==> src/rtl/alarm_match_pkg.sv <==
package alarm_match_pkg;
  localparam int DIGIT_W    = 4;
  localparam int N_ALARM    = 9;
  localparam int ADDR_W     = 4;
  localparam int BANK_W     = 2;
  localparam int CTL_INDEX  = 14;
  localparam int ALARM_BANK = 1;
  localparam int TIMER_BANK = 2;
  localparam int MARK_BIT   = 3;
  localparam int TIME_W     = DIGIT_W * N_ALARM;
  // nibbles that carry an exclusion marker: 1, 3, 5, 6, 8
  localparam logic [N_ALARM-1:0] MARKER_MASK = 9'b101101010;

  typedef struct packed {
    logic [N_ALARM-1:0] wrDigit;
    logic               wrAlmCtl;
    logic               wrTmrCtl;
    logic               cmp;
    logic [DIGIT_W-1:0] data;
    logic [N_ALARM-1:0] rdDigit;
    logic               rdAlmCtl;
    logic               rdTmrCtl;
  } strobe_t;
endpackage

==> src/rtl/alarm_match_ctrl.sv <==
module alarm_match_ctrl
  import alarm_match_pkg::*;
(
  input  logic                clk,
  input  logic                rstN,
  input  logic                tick,
  input  logic                wrEn,
  input  logic [BANK_W-1:0]   bank,
  input  logic [ADDR_W-1:0]   addr,
  input  logic [DIGIT_W-1:0]  wrData,
  output strobe_t             st
);
  logic almBank, tmrBank;

  always_comb begin
    almBank = (bank == BANK_W'(ALARM_BANK));
    tmrBank = (bank == BANK_W'(TIMER_BANK));
    st      = '0;
    st.data = wrData;
    st.cmp  = tick;
    for (int i = 0; i < N_ALARM; i++) begin
      st.rdDigit[i] = almBank && (addr == ADDR_W'(i));
      st.wrDigit[i] = wrEn && st.rdDigit[i];
    end
    st.rdAlmCtl = almBank && (addr == ADDR_W'(CTL_INDEX));
    st.rdTmrCtl = tmrBank && (addr == ADDR_W'(CTL_INDEX));
    st.wrAlmCtl = wrEn && st.rdAlmCtl;
    st.wrTmrCtl = wrEn && st.rdTmrCtl;
  end

  // a write reaches at most one register
  a_r2_single_target: assert property (@(posedge clk) disable iff (!rstN)
    $onehot0({st.wrDigit, st.wrAlmCtl, st.wrTmrCtl}));
endmodule

==> src/rtl/alarm_match_data.sv <==
module alarm_match_data
  import alarm_match_pkg::*;
(
  input  logic               clk,
  input  logic               rstN,
  input  strobe_t            st,
  input  logic [TIME_W-1:0]  timeNow,
  output logic [DIGIT_W-1:0] rdData,
  output logic               almFlag,
  output logic               almEn
);
  logic [DIGIT_W-1:0] almReg [N_ALARM];
  logic [N_ALARM-1:0] fieldEq, fieldSkip;
  logic matchAll, tmrEn, tmrFlag;

  for (genvar i = 0; i < N_ALARM; i++) begin : g_digit
    always_ff @(posedge clk or negedge rstN) begin
      if (!rstN)              almReg[i] <= '0;
      else if (st.wrDigit[i]) almReg[i] <= st.data;
    end
    if (MARKER_MASK[i]) begin : g_marked
      assign fieldEq[i]   = almReg[i][MARK_BIT-1:0] ==
                            timeNow[i*DIGIT_W +: MARK_BIT];
      assign fieldSkip[i] = almReg[i][MARK_BIT];
    end else begin : g_units
      assign fieldEq[i]   = almReg[i] == timeNow[i*DIGIT_W +: DIGIT_W];
      assign fieldSkip[i] = almReg[i+1][MARK_BIT];
    end
  end

  assign matchAll = &(fieldEq | fieldSkip);

  always_ff @(posedge clk or negedge rstN) begin
    if (!rstN) begin
      almFlag <= 1'b0;
      almEn   <= 1'b0;
      tmrEn   <= 1'b0;
      tmrFlag <= 1'b0;
    end else begin
      if (st.cmp && matchAll)              almFlag <= 1'b1;
      else if (st.wrAlmCtl && !st.data[1]) almFlag <= 1'b0;
      if (st.wrAlmCtl) almEn <= st.data[0];
      if (st.wrTmrCtl) begin
        tmrEn   <= st.data[0];
        tmrFlag <= st.data[1];
      end
    end
  end

  always_comb begin
    rdData = '0;
    for (int i = 0; i < N_ALARM; i++)
      if (st.rdDigit[i]) rdData = almReg[i];
    if (st.rdAlmCtl) rdData = {2'b00, almFlag, almEn};
    if (st.rdTmrCtl) rdData = {2'b00, tmrFlag, tmrEn};
  end

  // flag holds unless cleared by a control write
  a_r5_flag_sticky: assert property (@(posedge clk) disable iff (!rstN)
    almFlag && !(st.wrAlmCtl && !st.data[1]) |=> almFlag);
  // flag rises only after a tick cycle
  a_r3_rise_on_tick: assert property (@(posedge clk) disable iff (!rstN)
    $rose(almFlag) |-> $past(st.cmp));
  // matching tick wins over a clearing write
  a_r9_match_wins: assert property (@(posedge clk) disable iff (!rstN)
    st.cmp && matchAll && st.wrAlmCtl |=> almFlag);
  // timer control write of zero clears both bits
  a_r8_timer_clear: assert property (@(posedge clk) disable iff (!rstN)
    st.wrTmrCtl && st.data[1:0] == 2'b00 |=> !tmrEn && !tmrFlag);
endmodule

==> src/rtl/alarm_digit_matcher.sv <==
module alarm_digit_matcher
  import alarm_match_pkg::*;
(
  input  logic               clk,
  input  logic               rstN,
  input  logic               tick,
  input  logic [TIME_W-1:0]  timeNow,
  input  logic               wrEn,
  input  logic [BANK_W-1:0]  bank,
  input  logic [ADDR_W-1:0]  addr,
  input  logic [DIGIT_W-1:0] wrData,
  output logic [DIGIT_W-1:0] rdData,
  output logic               irq
);
  strobe_t st;
  logic almFlag, almEn;

  alarm_match_ctrl u_ctrl (
    .clk(clk), .rstN(rstN), .tick(tick), .wrEn(wrEn), .bank(bank),
    .addr(addr), .wrData(wrData), .st(st)
  );

  alarm_match_data u_data (
    .clk(clk), .rstN(rstN), .st(st), .timeNow(timeNow),
    .rdData(rdData), .almFlag(almFlag), .almEn(almEn)
  );

  assign irq = almFlag & almEn;

  // disabling the interrupt drops irq on the next cycle
  a_r7_irq_drops: assert property (@(posedge clk) disable iff (!rstN)
    wrEn && bank == BANK_W'(ALARM_BANK) && addr == ADDR_W'(CTL_INDEX)
    && !wrData[0] |=> !irq);
endmodule

==> config.mk <==
export PLATFORM = sky130hd
export DESIGN_NAME = alarm_digit_matcher
export DESIGN_NICKNAME = d
export VERILOG_FILES = /design/src/rtl/alarm_match_pkg.sv /design/src/rtl/alarm_match_ctrl.sv /design/src/rtl/alarm_match_data.sv /design/src/rtl/alarm_digit_matcher.sv
export SDC_FILE = /design/constraint.sdc
export NUM_CORES = 1
export LEC_CHECK = 0
export BUFFER_PORTS_ARGS = -buffer_cell sky130_fd_sc_hd__buf_2
export CAP_MARGIN = 20
export CORE_UTILIZATION = 50
export CTS_BUF_LIST = sky130_fd_sc_hd__clkbuf_8
export DETAILED_ROUTE_END_ITERATION = 6
export GPL_TIMING_DRIVEN = 1
export PLACE_DENSITY_LB_ADDON = 0.08
export SYNTH_ARGS = -nofsm -noshare
export SYNTH_HDL_FRONTEND = slang
export SYNTH_SLANG_ARGS = --single-unit
==> constraint.sdc <==
create_clock -name clk -period 2 [get_ports clk]
set_input_delay 0.2 -clock clk [delete_from_list [all_inputs] [get_ports clk]]
set_output_delay 0.2 -clock clk [all_outputs]
set_load 0.01 [all_outputs]
==> Yosys cells after proc, flatten, opt, wreduce, memory -nomap -nowiden <==
Index checks and enable logic that the tools add are counted.
{ "classes": {"n_reduce_logical": 28, "n_bitwise": 2, "eq_ne": 20, "n_mux": 13} }
{ "op_table": {"columns": ["cell", "n"], "rows": [
  ["two-way mux 4 bit", 11],
  ["logical AND 1 bit", 24],
  ["equality test 4 x 3 -> 1 bit, second input constant", 4],
  ["equality test 4 bit", 4],
  ["equality test 3 bit", 5],
  ["bitwise OR 9 bit", 1],
  ["AND reduction 9 bit", 1],
  ["equality test 4 x 2 -> 1 bit, second input constant", 2],
  ["equality test 4 bit, second input constant", 2],
  ["equality test 4 x 1 -> 1 bit, second input constant", 1],
  ["zero test 4 bit", 1],
  ["equality test 2 x 1 -> 1 bit, second input constant", 1],
  ["equality test 2 bit, second input constant", 1],
  ["two-way mux 1 bit", 2],
  ["nonzero test 2 bit", 1],
  ["bitwise AND 1 bit", 1],
  ["zero test 1 bit", 1]
]} }
{ "word_totals": {"input_bits": 50, "regBits": 40, "out_inout_bits": 5} }

==> Logic depth before layout (Yosys ltp) <==
{ "logic_depth": {"word_depth": 13, "ltp_mapped": 7, "ltp_nobuf": 5} }

==> Hierarchy <==
From an unflattened synthesis, not the netlist that was laid out.
{ "hier_totals": {"hier_cells": 250, "hier_area_um2": 2488.6} }
{ "by_module_without_submodules": {"columns": ["module", "cells_per_inst", "instances", "area_per_inst_um2"], "rows": [
  ["alarm_match_data", 204, 1, 2197.1],
  ["alarm_match_ctrl", 45, 1, 285.3],
  ["alarm_digit_matcher", 1, 1, 6.3]
]} }

==> Worst setup path after synthesis <==
Ideal clock, no wire load.
{ "synth_timing": {"path_type": "input port to output port", "from": "in addr[0]", "to": "out rdData[2]", "path_stages": 5, "setup_slack_ns": 0.480, "n_path_buf": 1, "arrival_ns": 1.320, "t_required_ns": 1.800, "path_cell_list": "buf_2 -> mux4_2 -> a22o_1 -> nand2_1 -> a2111oi_2"} }
{ "synth_between": {"elab_chain_len": 13, "word_cells_on_any_way": 32, "classes_between": "eq/ne: 9; mux: 11; reduce/logical: 12"} }
{ "synth_rtl": {"columns": ["element", "line_no", "source"], "rows": [
  ["start: declaration", "alarm_digit_matcher.sv:10", "input logic [ADDR_W-1:0] addr,"],
  ["zero test 4 bit", "alarm_match_ctrl.sv:22", "st.rdDigit[i] = almBank && (addr == ADDR_W'(i));"],
  ["logical AND 1 bit", "alarm_match_ctrl.sv:22", null],
  ["two-way mux 4 bit (9 in series)", "alarm_match_data.sv:53", "if (st.rdDigit[i]) rdData = almReg[i];"],
  ["two-way mux 4 bit", "alarm_match_data.sv:54", "if (st.rdAlmCtl) rdData = {2'b00, almFlag, almEn};"],
  ["two-way mux 4 bit (*)", "alarm_match_data.sv:55", "if (st.rdTmrCtl) rdData = {2'b00, tmrFlag, tmrEn};"],
  ["end: declaration", "alarm_digit_matcher.sv:12", "output logic [DIGIT_W-1:0] rdData,"]
]} }
Mark *: on every way between the ends. The rest lies on a longest branch, timed or not.

==> Worst setup path in the final report <==
{ "layout_timing": {"from": "reg u_data.almReg[22] (netlist name)", "to": "out rdData[2]"} }
{ "layout_between": {"elab_chain_len": 8} }
{ "layout_rtl": {"columns": ["element", "line_no", "source"], "rows": [
  ["start: declaration", "alarm_match_data.sv:12", "logic [DIGIT_W-1:0] almReg [N_ALARM];"],
  ["start signal: indexed assignment", "alarm_match_data.sv:19", "else if (st.wrDigit[i]) almReg[i] <= st.data;"],
  ["two-way mux 4 bit (6 in series)", "alarm_match_data.sv:53", null],
  ["two-way mux 4 bit", "alarm_match_data.sv:54", null],
  ["two-way mux 4 bit", "alarm_match_data.sv:55", null]
]} }
No other way between the ends.

==> results.toml <==
[finish]
multi_input_comb_area_mm2 = 0.00132
post-route-util_pct = 62.4
insertedDiodeCount = 0
nFillCells = 393
area_delta_synth_final_pct = 17.7
drive_above_1_share_pct = 27.8
seq_area_mm2 = 0.00100
final_nets = 305
fin_area_mm2 = 0.00277
final_cells = 307

[place]
pre_cts_ws_ns = 0.189
io_buffer_count = 49
dp.cells = 297
gp_congestion = 0.836
hpwl_mm = 4.04
placed_cell_area_mm2 = 0.00266

[global_routing]
antenna_found_initial = 0
grt_max_degree = 41
first_global_vias = 1712
track_usage_pct = 23.5
grt_pass1_wl_mm = 8.84
grt-ovfl-total = 0

[status]
outcome = "complete, but fails checks"
violations = "DRC"

[floorplanning]
ios = 55
num_rows = 24
start_util_pct = 53.0
core_mm2 = 0.00444
die_height_um = 70.6
dieArea_mm2 = 0.00499
die_width_um = 70.6

[setup_path]
cp_num_buf_inv = 1
path_cells = "mux4_2, a22o_1, nand2_1, a2111oi_2, buf_2"
cpLargestDelayFamily = "multiplexers"
critPathKind = "flop to primary output"
worst-path-max-fanout = 3
end_kind = "primary output"
start_kind = "flop"
worstPathRequired_ns = 1.80
reg2reg_setup_slack_ns = 0.28
cpPeakStageDelay_ns = 0.48
slowest_stage = "mux4_2"
cp.arrival_ns = 1.74

[pwr]
total_leakage_power_nw = 1.37
vdd_ir_drop_max_v = 0.000350
power_density_mw_per_mm2 = 684

[sta]
slew_headroom_pct = 66.4
period_share_pct = 97.0
hold_viol = 0
rsz0062_at_grt = "false"
timing.fmax_ghz = 0.515
fin_crit_ns = 1.94
setup_viol = 0
drv_slew = 0
worst_pin_slew_ns = 0.504
setup-tns-final_ns = 0
fin_ws_ns = 0.0596
skew_ns = 0.00488

[detailed_routing]
drtIter0Drc = 81
routed_wl_mm = 5.36
wire_per_inst_um = 17.5
vias = 1764
drc = 6
ant_nets = 0
dr.pass1.iters = 6
viasPerCell = 5.75

[synthesis]
ys_seq_elements = 40
yosysWarnings = 0
syn_area_per_cell_um2 = 11.9
ys_types = 46
yosysSeqAreaShare_pct = 42.5
async_flop_share_pct = 100
syn_nets = 248
ys.flop_type = "dfrtp_1"
netlist_instances = 198
syn_area_mm2 = 0.00235
synth_edf_count = 0

[clock_network]
cts.clk_slew.worst_paths_ns = 0.07
clock_latency_ns = 0.29
clkSinkCount = 40
cts_max_path_buffers = 2
cts_tree = "built"
cts_buffers = 5
h-tree-depth = 2
cts_root_buffer = "clkbuf_8"

[worst_hold_path]
hp-class = "input port to flop"

[run]
cap_violations = 0
==> final timing paths <==
path	start	to	cells after the start
min in group asynchronous	rstN	u_data.almEn$_DFFE_PN0P_	3
worst min register to register	u_data.tmrFlag$_DFFE_PN0P_	u_data.tmrFlag$_DFFE_PN0P_	1
worst min-delay path	tick	u_data.almFlag$_DFFE_PN0P_	3
worst max register to register	u_data.almReg[33]$_DFFE_PN0P_	u_data.almFlag$_DFFE_PN0P_	5
max in group asynchronous	rstN	u_data.almReg[17]$_DFFE_PN0P_	3
worst max-delay path	u_data.almReg[22]$_DFFE_PN0P_	rdData[2]	5
==> layout make-up <==
cell class | count | share of cell area, %
flip-flops and latches | 40 | 36.1
inverters | 2 | 0.271
clock inverters | 2 | 0.316
repair buffers | 56 | 10.8
clock buffers | 5 | 2.48
multi-input cells | 150 | 47.6
well taps | 52 | 2.35
==> layer usage <==
layer / track usage [%] / up-vias / share of wire (%)
met2: 36.0 / 41 / 46
li1: - / 849 / -
met5: 0 / - / 0
met4: 6.00 / 0 / 0.73
met3: 5.13 / 4 / 3.6
met1: 34.0 / 870 / 50
==> stage by stage <==
step                      power (W)  hold slack (ns)
after global routing        0.00200            0.235
after floorplan             0.00124          -0.0956
final                       0.00190            0.248
after global placement      0.00139            0.290
after detailed placement    0.00140            0.291
after CTS                   0.00190            0.233
==> where the power goes <==
group	internal (W)	switching [W]	leakage, nW
logic	0.000207	0.000167	0.791
clock network	0.000232	0.000271	0.0452
registers	0.000914	0.000105	0.531
==> cells in the mapped netlist (all sizes together), types with 2 or more instances <==
library cell   n  area share (%)
o221ai         2            0.74
clkbuf         2            0.32
dfrtp         40              43
nand2b         4             1.1
nor3b          3             1.6
mux2          42              20
a41oi          3             1.1
nor4           4             1.1
xnor2         13             4.8
mux2i          4             1.7
xor2          18             6.7
buf            4             1.2
a221oi         2            0.74
nand3          2            0.43
nand4          3            0.80
a222oi         2            0.85
nand3b         2            0.64
inv            2            0.32
a211oi         3            0.96
o21ai          2            0.42
nor2           9             1.6
nand2         12             1.9
a221o          2            0.85
==> cells by family after synthesis <==
| family | after synthesis | synth area share [%] |
|---|---|---|
| AOI/OAI and AO/OA | 23 | 8.40 |
| xor gates and xnor gates | 31 | 11.5 |
| buffers and inverters | 8 | 1.81 |
| DFF | 40 | 42.5 |
| muxes | 47 | 22.7 |
| and+or+nand+nor | 49 | 13.0 |
==> placed cells by master, fill, tap and decap left out, types with 4 or more instances in the layout <==
master	instances
buf_2	49
buf_4	6
clkbuf_8	5
dfrtp_1	39
mux2_1	41
mux2i_1	4
nand2_1	12
nand2b_1	4
nor2_1	7
nor4_1	4
xnor2_1	13
xor2_1	18
==> sequential cells by signal (all words and copies together), names as in the netlist <==
| register | cells |
|---|---|
| u_data.tmrFlag | 1 |
| u_data.tmrEn | 1 |
| u_data.almEn | 1 |
| u_data.almFlag | 1 |
| u_data.almReg | 36 |
==> worst register-to-register path: cells and delay by family (launching register included) <==
family	cells	cell delay (ns)
compound gates	2	0.59
xor+xnor	1	0.18
flops	1	0.41
simple gates	2	0.44
==> what timing repair did <==
action                                  CTS  global route
hold endpoints to repair                 40             0
endpoints found under the setup margin    0             3
hold buffers                              1             0
setup buffers                             0             2
gates resized for setup                   0             3
Note: power is estimated with default switching activity, not from simulation.
